[config.mk]
export PLATFORM = sky130hd
export DESIGN_NAME = pwm_jitter_gen
export DESIGN_NICKNAME = d
export VERILOG_FILES = /design/src/rtl/pwmj_pkg.sv /design/src/rtl/pwmj_sweep.sv /design/src/rtl/pwmj_phase.sv /design/src/rtl/pwmj_gate.sv /design/src/rtl/pwm_jitter_gen.sv
export SDC_FILE = /design/constraint.sdc
export NUM_CORES = 1
export LEC_CHECK = 0
export BUFFER_PORTS_ARGS = -buffer_cell sky130_fd_sc_hd__buf_2
export CAP_MARGIN = 20
export CORE_MARGIN = 2
export CORE_UTILIZATION = 45
export DETAILED_ROUTE_END_ITERATION = 8
export PLACE_DENSITY_LB_ADDON = 0.25
export SLEW_MARGIN = 20
export SYNTH_ARGS = -nofsm -noshare
export SYNTH_HDL_FRONTEND = slang
export SYNTH_SLANG_ARGS = --single-unit
[constraint.sdc]
create_clock -name clk -period 12.1 [get_ports clk]
set_input_delay 2.42 -clock clk [delete_from_list [all_inputs] [get_ports clk]]
set_output_delay 2.42 -clock clk [all_outputs]
set_load 0.05 [all_outputs]
[src/rtl/pwmj_pkg.sv]
package pwmj_pkg;

    typedef enum logic {
        SWEEP_DOWN = 1'b0,
        SWEEP_UP   = 1'b1
    } sweep_dir_t;

    typedef struct packed {
        logic active;
        logic tripped;
    } gate_flags_t;

    function automatic int max_on_cycles(input int period, input int pct);
        return (period * pct) / 100;
    endfunction

endpackage

[src/rtl/pwmj_sweep.sv]
module pwmj_sweep
    import pwmj_pkg::*;
#(
    parameter int PERIOD_MIN = 813,
    parameter int PERIOD_MAX = 935,
    parameter int SWEEP_STEP = 1,
    parameter int SWEEP_HOLD = 2,
    parameter int PW         = 10
) (
    input  logic          clk,
    input  logic          rst,
    input  logic          advance,
    output logic [PW-1:0] period_word
);
    localparam int HW = (SWEEP_HOLD > 1) ? $clog2(SWEEP_HOLD) : 1;
    localparam logic [HW-1:0] HOLD_LAST = HW'(SWEEP_HOLD - 1);
    localparam logic [PW:0]   STEP_X    = (PW+1)'(SWEEP_STEP);
    localparam logic [PW:0]   LO_X      = (PW+1)'(PERIOD_MIN);
    localparam logic [PW:0]   HI_X      = (PW+1)'(PERIOD_MAX);

    logic [HW-1:0] hold_cnt;
    sweep_dir_t    dir;
    logic [PW:0]   word_x;

    assign word_x = {1'b0, period_word};

    always_ff @(posedge clk) begin
        if (rst) begin
            period_word <= PW'(PERIOD_MAX);
            dir         <= SWEEP_DOWN;
            hold_cnt    <= '0;
        end else if (advance) begin
            if (hold_cnt == HOLD_LAST) begin
                hold_cnt <= '0;
                if (dir == SWEEP_DOWN) begin
                    if (word_x <= LO_X + STEP_X) begin
                        period_word <= PW'(PERIOD_MIN);
                        dir         <= SWEEP_UP;
                    end else begin
                        period_word <= PW'(word_x - STEP_X);
                    end
                end else begin
                    if (word_x + STEP_X >= HI_X) begin
                        period_word <= PW'(PERIOD_MAX);
                        dir         <= SWEEP_DOWN;
                    end else begin
                        period_word <= PW'(word_x + STEP_X);
                    end
                end
            end else begin
                hold_cnt <= hold_cnt + 1'b1;
            end
        end
    end

    assert_word_range_R3: assert property (@(posedge clk) disable iff (rst)
        (word_x >= LO_X) && (word_x <= HI_X));

    assert_word_hold_R3: assert property (@(posedge clk) disable iff (rst)
        !$past(advance) |-> $stable(period_word));

endmodule

[src/rtl/pwmj_phase.sv]
module pwmj_phase #(
    parameter int PERIOD_MAX = 935,
    parameter int PW         = 10
) (
    input  logic          clk,
    input  logic          rst,
    input  logic [PW-1:0] next_period,
    output logic          wrap,
    output logic          cycle_start
);
    logic [PW-1:0] ph;
    logic [PW-1:0] cur_p;

    assign wrap        = (ph == cur_p - 1'b1);
    assign cycle_start = (ph == '0);

    always_ff @(posedge clk) begin
        if (rst) begin
            cur_p <= PW'(PERIOD_MAX);
            ph    <= PW'(PERIOD_MAX - 1);
        end else if (wrap) begin
            cur_p <= next_period;
            ph    <= '0;
        end else begin
            ph <= ph + 1'b1;
        end
    end

    assert_phase_bound_R2: assert property (@(posedge clk) disable iff (rst)
        ph < cur_p);

    assert_start_pulse_R2: assert property (@(posedge clk) disable iff (rst)
        cycle_start |=> !cycle_start);

endmodule

[src/rtl/pwmj_gate.sv]
module pwmj_gate
    import pwmj_pkg::*;
#(
    parameter int BLANK_CYC  = 30,
    parameter int MIN_ON_CYC = 40,
    parameter int DUTY_PCT   = 80,
    parameter int PW         = 10
) (
    input  logic          clk,
    input  logic          rst,
    input  logic          enable,
    input  logic          trip,
    input  logic          wrap,
    input  logic [PW-1:0] next_period,
    output logic          gate_req,
    output logic          blank
);
    localparam logic [PW-1:0] BLANK_W   = PW'(BLANK_CYC);
    localparam logic [PW-1:0] MINON_END = PW'(MIN_ON_CYC - 1);

    gate_flags_t   flags;
    logic [PW-1:0] on_cnt;
    logic [PW-1:0] max_on_lat;
    logic          in_blank;
    logic          trip_ok;
    logic          end_on;

    assign in_blank = (on_cnt < BLANK_W);
    assign trip_ok  = trip && !in_blank;
    assign end_on   = ((trip_ok || flags.tripped) && (on_cnt >= MINON_END))
                   || (on_cnt == max_on_lat - 1'b1);

    assign gate_req = flags.active && enable;
    assign blank    = gate_req && in_blank;

    always_ff @(posedge clk) begin
        if (rst) begin
            flags      <= '0;
            on_cnt     <= '0;
            max_on_lat <= '0;
        end else if (wrap) begin
            flags.active  <= enable;
            flags.tripped <= 1'b0;
            on_cnt        <= '0;
            max_on_lat    <= PW'(max_on_cycles(int'(next_period), DUTY_PCT));
        end else if (flags.active) begin
            if (!enable || end_on) begin
                flags.active <= 1'b0;
            end else begin
                on_cnt <= on_cnt + 1'b1;
                if (trip_ok) flags.tripped <= 1'b1;
            end
        end
    end

    assert_duty_cap_R8: assert property (@(posedge clk) disable iff (rst)
        flags.active |-> (on_cnt < max_on_lat));

    assert_blank_ignore_R5: assert property (@(posedge clk) disable iff (rst)
        $rose(flags.tripped) |-> ($past(on_cnt) >= BLANK_W));

    assert_min_on_R7: assert property (@(posedge clk) disable iff (rst)
        ($fell(flags.active) && $past(enable)) |->
            (($past(on_cnt) >= MINON_END) || ($past(on_cnt) + 1'b1 == $past(max_on_lat))));

endmodule

[src/rtl/pwm_jitter_gen.sv]
module pwm_jitter_gen #(
    parameter int PERIOD_MIN = 813,
    parameter int PERIOD_MAX = 935,
    parameter int SWEEP_STEP = 1,
    parameter int SWEEP_HOLD = 2,
    parameter int BLANK_CYC  = 30,
    parameter int MIN_ON_CYC = 40,
    parameter int DUTY_PCT   = 80
) (
    input  logic clk,
    input  logic rst,
    input  logic enable,
    input  logic trip,
    output logic gate_req,
    output logic blank,
    output logic cycle_start
);
    localparam int PW = $clog2(PERIOD_MAX + 1);

    logic [PW-1:0] period_word;
    logic          wrap;

    pwmj_sweep #(
        .PERIOD_MIN (PERIOD_MIN),
        .PERIOD_MAX (PERIOD_MAX),
        .SWEEP_STEP (SWEEP_STEP),
        .SWEEP_HOLD (SWEEP_HOLD),
        .PW         (PW)
    ) u_sweep (
        .clk         (clk),
        .rst         (rst),
        .advance     (wrap),
        .period_word (period_word)
    );

    pwmj_phase #(
        .PERIOD_MAX (PERIOD_MAX),
        .PW         (PW)
    ) u_phase (
        .clk         (clk),
        .rst         (rst),
        .next_period (period_word),
        .wrap        (wrap),
        .cycle_start (cycle_start)
    );

    pwmj_gate #(
        .BLANK_CYC  (BLANK_CYC),
        .MIN_ON_CYC (MIN_ON_CYC),
        .DUTY_PCT   (DUTY_PCT),
        .PW         (PW)
    ) u_gate (
        .clk         (clk),
        .rst         (rst),
        .enable      (enable),
        .trip        (trip),
        .wrap        (wrap),
        .next_period (period_word),
        .gate_req    (gate_req),
        .blank       (blank)
    );

    assert_gate_rise_R4: assert property (@(posedge clk) disable iff (rst)
        $rose(gate_req) |-> cycle_start);

endmodule

-- Yosys cells after proc, flatten, opt, wreduce, memory -nomap -nowiden
Cells that the tools add are included.
- register bits after elaboration: 54
- input bits: 4
- output and inout port bits: 3
- logic and storage cells: 53
- add/sub/neg operators: 7
- multipliers: 1
- div/mod/pow operators: 1
- magnitude comparators: 4
- eq/ne operators: 2
- multiplexer cells: 13
- bitwise operators: 1
- reduce and logical (&&, ||, !) cells: 14
- operators with widths (kind ; count):
    $mux W10 ; 4
    $div A32 B8 Y32 const B ; 1
    $sub A10 B1 Y10 const B ; 3
    $add A10 B1 Y10 const B ; 2
    $eq A10 B10 Y1 ; 2
    $mul A10 B3 Y13 const B ; 1
    $add A10 B1 Y11 const B ; 1
    $ge A11 B10 Y1 const B ; 1
    $ge A10 B6 Y1 const B ; 1
    $le A10 B10 Y1 const B ; 1
    $logic_not A10 Y1 ; 1
    $lt A10 B5 Y1 const B ; 1
    $mux W1 ; 7
    $logic_and A1 B1 Y1 ; 4
    $mux W2 ; 2
    $reduce_and A2 Y1 ; 2
    $logic_or A1 B1 Y1 ; 3
    $reduce_and A3 Y1 ; 1
    $logic_not A1 Y1 ; 2
    $reduce_or A2 Y1 ; 1
    $add A1 B1 Y1 const B ; 1
    $not A1 Y1 ; 1

-- Longest topological paths before layout
Gate-level depths: netlist of the first run.
- depth after elaboration: 10
- mapped depth: 34
- mapped depth without buffers: 30

-- Hierarchy
From an unflattened synthesis of the first run, not the netlist that was laid out.
- cell total of the unflattened synthesis: 822
- area, all modules: 6451.2 um^2
- modules (own cells, without submodules) (module ; times used ; cells an instance ; area an instance (um^2) ; sequential area each (um^2)):
    pwmj_gate ; 1 ; 534 ; 4120.2 ; 440.4
    pwmj_phase ; 1 ; 137 ; 1216.2 ; 400.4
    pwmj_sweep ; 1 ; 151 ; 1114.8 ; 240.2

-- Worst setup path before layout of the first run
Ideal clock, no wire load.
- kind: reg2reg
- start: register u_sweep.period_word[1]
- end: register u_gate.max_on_lat[0]
- library setup time: 122 ps
- arrival: 7670 ps
- required time: 11978 ps
- setup slack: 4308 ps
- cell stages (with the launch flop): 31
- buffers on the path: 0
- period minus slack after synthesis: 7792 ps
- cells stage by stage: dfxtp_1 > ha_1 > ha_1 > fa_1 > a21o_1 > a21oi_2 > xor2_1 > and4_1 > a311oi_1 > a211oi_1 > a21boi_2 > o21ai_1 > a21oi_4 > mux2i_2 > a2111o_1 > a21oi_1 > a2111oi_2 > o21ai_1 > o2111ai_1 > o22ai_1 > a21oi_2 > xnor2_1 > ha_1 > a2111o_1 > o41ai_2 > a311oi_2 > nor2_1 > o32a_1 > a31oi_2 > a221oi_2 > o22ai_2
- longest elaborated chain between the ends: 2
- RTL lines (item ; RTL line ; source):
    start, declared ; pwmj_sweep.sv:13 ; output logic [PW-1:0] period_word
    start signal, assigned ; pwmj_sweep.sv:29 ; period_word <= PW'(PERIOD_MAX);
    start signal, assigned ; pwmj_sweep.sv:37 ; period_word <= PW'(PERIOD_MIN);
    start signal, assigned ; pwmj_sweep.sv:40 ; period_word <= PW'(word_x - STEP_X);
    $mul A10 B3 Y13 ; pwmj_pkg.sv:14 ; return (period * pct) / 100;
    $div A32 B8 Y32 ; pwmj_pkg.sv:14 ;
    end signal, assigned ; pwmj_gate.sv:45 ; max_on_lat <= PW'(max_on_cycles(int'(next_period), DUTY_PCT));
    end, declared ; pwmj_gate.sv:23 ; logic [PW-1:0] max_on_lat;
No other way between the ends.
A chain may end at the register's enable or synchronous reset.

-- Worst setup path in the final report of the first run
Ends and elaborated chain as after synthesis.

==> metrics.txt, run 1 <==
result of the run complete, no violations; initial cell density of the core 0.463; post-synthesis instance total 827; count of synthesis-stage warnings from yosys 0; Resize count post-CTS 0; synth unique cells a little under 100; remaining antenna violation count after routing 0; final critical-path share of the clock period 0.823; Commonest cells post-synth nor2_1 (90), nand2_1 (65), dfxtp_1 (54); Synthesized Nets around 860; # nets final slightly above 800; share of post-route cells with drive strength above 1 0.0817; post-CTS setup buffers 0; Setup violations, final 0; share of flip-flops with an asynchronous set or reset after synthesis 0; Fin Setup TNS 0 ns; clock root buffer master clkbuf_16; Synth Flop Type dfxtp_1; first element of the critical path u_sweep.period_word[1]$_SDFFE_PP1P_; mux share of post-synthesis cell area 0.0208; number of instances in the placed design between 900 and 1000; final weighted congestion of routability-driven global placement roughly 0.9; Rows 42; n_diodes 0; total die area 14700 µm²; xor-xnor portion of the synthesized cell area 0.100; worst reg2reg setup slack 2.15 ns; clock tree skew after final layout 0.0101 ns; slew at the pin closest to its max-slew limit about 0.91 ns; global-route usage over all layers 0.218; Post-DP HPWL between 10 and 15 mm; number of antenna violations at the first check in global routing 0; category of the most critical setup path flip-flop to flip-flop; critical hold path startpoint u_gate.flags[0]$_SDFFE_PP0P_; post-route insts no fill roughly 970; deepest level of the CTS H-tree 2; proportion of netlist area held by the largest area contributor 0.175; Max-slew headroom 0.378; largest fanout of any net on the critical path 18; critical-path cell with the highest stage delay mux2i_1; Port-buffer cells 6; first drt pass iteration count 5; end point of the critical path u_gate.max_on_lat[0]$_SDFFE_PP0N_; Hold Violations, Final 0; largest family of logic cells by synthesized area compound AO/OA/AOI/OAI gates; Vias/cell 6.35; hold bufs inserted after CTS 0; max-slew violations 0; clock latency at the later pin of the worst-skew pair about 0.3 ns; Adder-Cell Fraction of Synth Area 0.0595; Crit Reg-Reg Endpoint u_gate.max_on_lat[0]$_SDFFE_PP0N_; WP data required approximately 12 ns; synthesis-to-layout area growth 3.66%; max_cap viols 0; routed len/inst between 15 and 20 µm; startpoint type of the worst setup path flip-flop; number of buffers created by CTS 5; time the worst path needs with I/O delays and setup 9.95 ns; synth top area cells dfxtp_1 (17%), xnor2_1 (6.4%), ha_1 (5.5%), nor2_1 (5.5%), nand2_1 (3.9%); first-pass GRT wire length about 27 mm; TritonCTS clock tree done; number of top-level pins 7; part of the Yosys area used for sequential elements 0.175; Longest Clk Path Bufs 2; global-route congestion overflow total 0; pin count of the biggest net entering global routing 37; vias in the first global route about 5700; Setup WS post-layout approximately 2.1 ns; height of the chip between 100 and 150 µm; FF-to-FF Start u_sweep.period_word[1]$_SDFFE_PP1P_; TritonCTS sink count between 50 and 60; Reg clk slew, reported paths around 0.08 ns; core region area between 10000 and 15000 µm²; flip-flop and latch count after synthesis 54; die span in x roughly 120 µm; final core utilization 0.480; most frequent cell after synthesis nor2_1; total wire length between 15 and 20 mm; total via count after detailed routing around 6200; compound-gate portion of the synthesized area 0.345; RSZ-0062 raised after global routing false; path class of the lowest-slack min-delay path flip-flop to flip-flop; number of DRC violations after detailed routing 0; post-synthesis simple-gate area fraction 0.252; cell with the most instances on the worst path nor2_1; arrival time worst endpoint 10.14 ns; number of cell instances on the worst register-to-register path 29; crit-path max cell delay 0.82 ns; cell taking the most area after synthesis dfxtp_1; number of enable-type register cells in the synthesized netlist 0; Post-Synthesis Cell Area slightly above 6000 µm²; Fmax 0.100 GHz; Mean Syn Cell Area between 7 and 8 µm²; type of element capturing the critical path flip-flop; initial drt markers between 500 and 600; worst setup slack before clock tree synthesis between 2 and 2.5 ns
[flip-flops by register name, indices dropped and copies added (netlist names)]
| signal | cells |
|---|---|
| u_gate.on_cnt | 10 |
| u_sweep.period_word | 10 |
| u_sweep.dir | 1 |
| u_gate.flags | 2 |
| u_sweep.hold_cnt | 1 |
| u_phase.ph | 10 |
| u_gate.max_on_lat | 10 |
| u_phase.cur_p | 10 |
[stage by stage]
| step | hold slack (ns) | cell area (µm²) |
|---|---|---|
| after floorplan | 0.437 | 6180 |
| after global placement | 0.452 | 6230 |
| after detailed placement | 0.470 | 6230 |
| after CTS | 0.487 | 6410 |
| after global routing | 0.514 | 6410 |
| final | 0.484 | 6410 |
[layer usage]
metal	track usage	wire, µm	up-vias
met5	0	0	-
met4	0.0489	166	0
met3	0.0193	538	18
met2	0.360	7470	149
met1	0.308	7820	2938
li1	-	-	3069
[critical path: cells and delay by family (launching register included)]
| kind | cells | cell delay [ns] |
|---|---|---|
| compound gates | 17 | 4.39 |
| xor+xnor | 2 | 0.73 |
| fa+ha+maj | 4 | 1.30 |
| buf+inv | 1 | 0.16 |
| flops | 1 | 0.71 |
| mux | 1 | 0.82 |
| simple gates | 4 | 1.69 |
[cells in the final DEF, fill, tap and decap left out, types with 11 or more instances in the layout]
master,n
nand2_1,65
o21ai_0,34
dfxtp_1,54
inv_1,20
and2_1,11
a21oi_1,43
and3_1,12
nand3_1,34
nor3_1,27
a21o_1,15
a211oi_1,15
xnor2_1,45
ha_1,27
xor2_1,24
o211ai_1,18
nor2_1,90
[worst min path at each step]
stage / endpoint / slack (ns) / depth (start not counted)
floorplan: u_gate.flags[0]$_SDFFE_PP0P_ / 0.44 / 2
global placement: u_gate.flags[0]$_SDFFE_PP0P_ / 0.45 / 2
detailed placement: u_gate.flags[0]$_SDFFE_PP0P_ / 0.47 / 2
CTS: u_gate.flags[0]$_SDFFE_PP0P_ / 0.49 / 2
global route: u_gate.max_on_lat[3]$_SDFFE_PP0N_ / 0.51 / 2
finish: u_gate.flags[0]$_SDFFE_PP0P_ / 0.48 / 2
[cell type report]
class	count	area, µm²
Tap cell	176	220
Clock inverter	3	48.8
Multi-Input combinational cell	704	4810
Fill cell	1346	6940
Clock buffer	5	125
Timing Repair Buffer	7	37.5
Sequential cell	54	1080
Inverter	23	86.3
[cells by family after synthesis]
group | Yosys count
and+or+nand+nor | 314
AOI/OAI and AO/OA | 279
xor gates and xnor gates | 70
buffers and inverters | 69
DFF | 54
adders and majority gates | 29
muxes | 12
Power of run 1 is left out: the tool's default activity adds up to more than one toggle a clock period on the data nets, which glitch-free logic cannot reach.
==> run 2: changes to the inputs <==
clock period = 10.2 ns   (was 12.1 ns; I/O delays follow)
==> metrics.txt, run 2 (synthesized netlist as in run 1, its figures left out) <==
first element of the critical path u_sweep.period_word[3]$_SDFFE_PP0P_; total of fill cells in the finished design 1349 (+0.22%); initial cell density of the core 0.463 (unchanged); type of element capturing the critical path flip-flop; deepest level of the CTS H-tree 2 (unchanged); largest fanout of any net on the critical path 13 (-5); total via count after detailed routing 6267 (+1.5%); Hold Violations, Final 0 (unchanged); remaining antenna violation count after routing 0 (unchanged); Longest Clk Path Bufs 2 (unchanged); max-slew violations 0 (unchanged); first drt pass iteration count 5 (unchanged); routed len/inst 16.7 µm (+1.4%); pin count of the biggest net entering global routing 37 (unchanged); result of the run complete, no violations; Post-DP HPWL 12.1 mm (+2.0%); synthesis-to-layout area growth 4.29%; Crit Reg-Reg Endpoint u_gate.max_on_lat[0]$_SDFFE_PP0N_; Setup violations, final 0 (unchanged); Resize count post-CTS 0 (unchanged); global-route congestion overflow total 0 (unchanged); core region area 13300 µm² (unchanged); final critical-path share of the clock period 0.911 (+0.0886); cell with the most instances on the worst path nor2_1; startpoint type of the worst setup path flip-flop; RSZ-0062 raised after global routing false; Reg clk slew, reported paths 0.07 ns (about the same); die span in x 121 µm (unchanged); Crit. path cell count 30 (+3.4%); max_cap viols 0 (unchanged); n_diodes 0 (unchanged); Vias/cell 6.43 (+1.3%); final core utilization 0.483 (+0.00291); global-route usage over all layers 0.218 (+0.000396); number of antenna violations at the first check in global routing 0 (unchanged); total die area 14700 µm² (unchanged); post-route insts no fill 974 (+0.21%); number of DRC violations after detailed routing 0 (unchanged); total wire length 16.3 mm (+1.6%); # nets final 829 (+0.24%); arrival time worst endpoint 9.48 ns (-0.66 ns); initial drt markers 456 (-13%); worst reg2reg setup slack 0.90 ns (-1.24 ns); first-pass GRT wire length 27.3 mm (-0.35%); Hold Worst Slack 0.483 ns (-0.00175 ns); final weighted congestion of routability-driven global placement 0.909 (-1.1%); hold bufs inserted after CTS 0 (unchanged); height of the chip 121 µm (unchanged); number of cell instances on the worst register-to-register path 30 (+3.4%); critical-path cell with the highest stage delay nor2_1; vias in the first global route 5799 (+2.0%); slew at the pin closest to its max-slew limit 0.911 ns (+0.00457 ns); WP data required 10.39 ns (-1.89 ns); FF-to-FF Start u_sweep.period_word[3]$_SDFFE_PP0P_; Port-buffer cells 6 (unchanged); clock latency at the later pin of the worst-skew pair 0.30 ns (about the same); number of instances in the placed design 966 (+0.21%); path class of the lowest-slack min-delay path flip-flop to flip-flop; Max-slew headroom 0.388 (+0.00988); share of post-route cells with drive strength above 1 0.0890 (+0.00731); worst hold path cell count 2 (unchanged); post-CTS setup buffers 0 (unchanged); TritonCTS clock tree done; TritonCTS sink count 54 (unchanged); Buf/Inv on CP 2 (+1); crit-path max cell delay 0.66 ns (-0.16 ns); leading cell type in the layout, fill and taps excluded nor2_1; commonest cells after routing, fill and taps aside nor2_1 (90), nand2_1 (65), dfxtp_1 (53); category of the most critical setup path flip-flop to flip-flop; number of top-level pins 7 (unchanged); clock root buffer master clkbuf_16; clock tree skew after final layout 0.00576 ns (-0.00433 ns); Fmax 0.108 GHz (+7.1%); crit-path leading delay family compound AO/OA/AOI/OAI gates; number of buffers created by CTS 5 (unchanged); Fin Setup TNS 0 ns (unchanged); time the worst path needs with I/O delays and setup 9.30 ns (-0.659 ns); end point of the critical path u_gate.max_on_lat[0]$_SDFFE_PP0N_; Rows 42 (unchanged)
==> run 2: layout make-up <==
type / count / area, µm² / area share
timing repair buffer: 9 / 52.6 / 0.00815
inverter: 23 / 86.3 / 0.0134
multi-input combinational: 704 / 4830 / 0.749
clock buffer: 5 / 125 / 0.0194
sequential: 54 / 1080 / 0.168
tap: 176 / 220 / 0.0342
clock inverter: 3 / 48.8 / 0.00757
==> run 2: how the worst min path moves through the flow <==
stage | start | end | slack [ns]
floorplan | u_gate.flags[0]$_SDFFE_PP0P_ | u_gate.flags[0]$_SDFFE_PP0P_ | 0.44
global placement | u_gate.flags[0]$_SDFFE_PP0P_ | u_gate.flags[0]$_SDFFE_PP0P_ | 0.45
detailed placement | u_gate.flags[0]$_SDFFE_PP0P_ | u_gate.flags[0]$_SDFFE_PP0P_ | 0.47
CTS | u_gate.flags[0]$_SDFFE_PP0P_ | u_gate.flags[0]$_SDFFE_PP0P_ | 0.49
global route | u_phase.cur_p[9]$_SDFFE_PP1N_ | u_phase.cur_p[9]$_SDFFE_PP1N_ | 0.53
finish | u_gate.flags[0]$_SDFFE_PP0P_ | u_gate.flags[0]$_SDFFE_PP0P_ | 0.48
==> run 2: worst min-delay path, delay by kind of cell, from the launching register on <==
family	cells	cell delay, ns
AOI/OAI and AO/OA	1	0.04
and+or+nand+nor	1	0.08
DFF	1	0.33
==> run 2: per-layer routing <==
metal  wire length, µm  up-vias  global-route usage
li1                  -     3066                   -
met1              7610     2998               0.294
met2              7780      181               0.376
met3               654       22              0.0188
met4               216        0              0.0539
met5                 0        -                   0
==> run 2: per-stage QoR <==
| step | setup slack, ns | instance area (µm²) |
|---|---|---|
| finish | 0.905 | 6450 |
| global route | 0.142 | 6450 |
| CTS | 0.768 | 6420 |
| detailed placement | 0.846 | 6250 |
| global placement | 1.17 | 6250 |
| floorplan | 2.41 | 6180 |
Power of run 2 is left out for the same reason.
==> run 3: changes to the inputs <==
ABC_AREA = 1   (was unset)
==> metrics.txt, run 3 <==
Post-DP HPWL 9.37 mm (-23%); largest fanout of any net on the critical path 8 (-5); clock latency at the later pin of the worst-skew pair 0.29 ns (about the same); Post-Synthesis Cell Area 5310 µm² (-14%); arrival time worst endpoint 6.70 ns (-2.78 ns); post-CTS setup buffers 0 (unchanged); global-route usage over all layers 0.192 (-0.0259); hold bufs inserted after CTS 0 (unchanged); startpoint type of the worst setup path flip-flop; flip-flop and latch count after synthesis 54 (unchanged); met2 global-route usage 0.329 (-0.0471); number of buffers created by CTS 5 (unchanged); WP data required 10.40 ns (about the same); leading cell type in the layout, fill and taps excluded nand2_1; Port-buffer cells 6 (unchanged); Setup violations, final 0 (unchanged); Hold Violations, Final 0 (unchanged); worst reg2reg setup slack 3.70 ns (+2.79 ns); category of the most critical setup path flip-flop to flip-flop; result of the run complete, no violations; met3 capacity usage during global routing 0.0184 (-0.000438); total via count after detailed routing 5087 (-19%); Resize count post-CTS 0 (unchanged); Reg clk slew, reported paths 0.07 ns (about the same); initial drt markers 267 (-41%); RSZ-0062 raised after global routing false; Synthesized Nets 858 (-0.12%); proportion of netlist area held by the largest area contributor 0.204 (+0.0288); remaining antenna violation count after routing 0 (unchanged); number of DRC violations after detailed routing 0 (unchanged); Vias/cell 5.20 (-19%); max_cap viols 0 (unchanged); met1 Resource Use GR 0.264 (-0.0305); crit-path leading delay family simple AND/OR/NAND/NOR gates; cell with the most instances on the worst path nand2_4; Commonest cells post-synth nand2_1 (201), inv_1 (121), nand3_1 (76); pin count of the biggest net entering global routing 19 (-49%); post-synthesis instance total 826 (-0.12%); part of the Yosys area used for sequential elements 0.204 (+0.0288); total wire length 11.8 mm (-27%); share of flip-flops with an asynchronous set or reset after synthesis 0 (unchanged); WHS Endpoint u_phase.ph[0]$_SDFF_PP0_; Mean Syn Cell Area 6.43 µm² (-14%); final critical-path share of the clock period 0.637 (-0.274); commonest cells after routing, fill and taps aside nand2_1 (201), inv_1 (121), nand3_1 (76); initial cell density of the core 0.463 (about the same); post-route insts no fill 979 (+0.51%); final core utilization 0.495 (+0.0118); count of synthesis-stage warnings from yosys 0 (unchanged); Fin Setup TNS 0 ns (unchanged); first drt pass iteration count 4 (-1); Rows 39 (-7.1%); routed len/inst 12.0 µm (-28%); # nets final 867 (+4.6%); final weighted congestion of routability-driven global placement 0.850 (-6.5%); synthesis-to-layout area growth 6.91%; type of element capturing the critical path flip-flop; die span in x 113 µm (-7.1%); synth top area cells dfxtp_1 (20%), nand2_1 (14%), inv_1 (8.6%), nand3_1 (7.2%), ha_1 (6.4%); number of enable-type register cells in the synthesized netlist 0 (unchanged); height of the chip 113 µm (-7.1%); time the worst path needs with I/O delays and setup 6.50 ns (-2.79 ns); TritonCTS clock tree done; Max-slew headroom 0.391 (+0.00287); Longest Clk Path Bufs 2 (unchanged); worst hold path cell count 1 (-1); slew at the pin closest to its max-slew limit 0.912 ns (+0.00126 ns); path class of the lowest-slack min-delay path flip-flop to flip-flop; crit-path max cell delay 0.50 ns (-0.16 ns); vias in the first global route 4663 (-20%); first-pass GRT wire length 20.8 mm (-24%); number of instances in the placed design 971 (+0.52%); deepest level of the CTS H-tree 2 (unchanged); number of antenna violations at the first check in global routing 0 (unchanged); critical-path cell with the highest stage delay dfxtp_1; FF-to-FF Start u_sweep.period_word[1]$_SDFFE_PP1P_; number of top-level pins 7 (unchanged); most frequent cell after synthesis nand2_1; share of post-route cells with drive strength above 1 0.134 (+0.0450); max-slew violations 0 (unchanged); synth unique cells 51 (-47%); number of cell instances on the worst register-to-register path 50 (+67%); total die area 12700 µm² (-14%); n_diodes 0 (unchanged); cell taking the most area after synthesis dfxtp_1; Crit. path cell count 50 (+67%); global-route congestion overflow total 0 (unchanged); critical hold path startpoint u_phase.ph[0]$_SDFF_PP0_; clock root buffer master clkbuf_16; TritonCTS sink count 54 (unchanged); Buf/Inv on CP 2 (unchanged); Fmax 0.154 GHz (+43%); core region area 11500 µm² (-14%); busiest grt layer met2; Crit Reg-Reg Endpoint u_gate.max_on_lat[0]$_SDFFE_PP0N_; clock tree skew after final layout 0.0102 ns (+0.00442 ns); Synth Flop Type dfxtp_1
==> run 3: cell count changes in the layout (fill, tap and decap cells not counted), moves of 11 or more <==
cell      change
nor3_1       -16
xnor2_1      -32
o211ai_1     -16
nand2_4      +21
nand3_1      +42
nor2_1       -28
nand2_2      +34
and3_1       -12
a21o_1       -15
a211oi_1     -11
inv_1       +101
nand2_1     +136
a21oi_1      -12
==> run 3: metrics by stage <==
step	setup slack, ns	hold slack, ns	instance area, µm²
2_1_floorplan	4.37	0.430	5310
3_3_place_gp	3.80	0.448	5510
3_5_place_dp	3.69	0.449	5510
4_1_cts	3.68	0.466	5670
5_1_grt	3.06	0.475	5670
6_report	3.70	0.466	5670
==> run 3: cell type report <==
type / count / area, µm²
fillers: 1186 / 5790
multi-input cells: 636 / 3710
flip-flops and latches: 54 / 1080
inverters: 131 / 497
well taps: 143 / 179
clock buffers: 6 / 129
clock inverters: 2 / 37.5
repair buffers: 7 / 37.5
==> run 3: how the worst max path moves through the flow <==
stage | from | slack [ns] | end
after CTS | u_sweep.period_word[1]$_SDFFE_PP1P_ | 3.68 | u_gate.max_on_lat[0]$_SDFFE_PP0N_
after global routing | u_sweep.period_word[1]$_SDFFE_PP1P_ | 3.06 | u_gate.max_on_lat[0]$_SDFFE_PP0N_
after detailed placement | u_sweep.period_word[1]$_SDFFE_PP1P_ | 3.69 | u_gate.max_on_lat[0]$_SDFFE_PP0N_
after global placement | u_sweep.period_word[1]$_SDFFE_PP1P_ | 3.80 | u_gate.max_on_lat[0]$_SDFFE_PP0N_
after floorplan | u_sweep.period_word[1]$_SDFFE_PP1P_ | 4.37 | u_gate.max_on_lat[0]$_SDFFE_PP0N_
final | u_sweep.period_word[1]$_SDFFE_PP1P_ | 3.70 | u_gate.max_on_lat[0]$_SDFFE_PP0N_
==> run 3: metal layers <==
metal / up-vias / part of all wire
met1: 2299 / 0.50
met3: 10 / 0.031
met2: 80 / 0.46
li1: 2698 / -
met5: - / 0
met4: 0 / 0.010
==> run 3: logic make-up after synthesis <==
logic type      count (synthesis)  share of synthesized area
mux                             1                    0.00189
fa+ha+maj                      28                     0.0674
compound gates                 98                      0.111
xor+xnor                       43                     0.0724
flops                          54                      0.204
buf+inv                       136                     0.0971
simple gates                  466                      0.447
Power of run 3 is left out for the same reason.
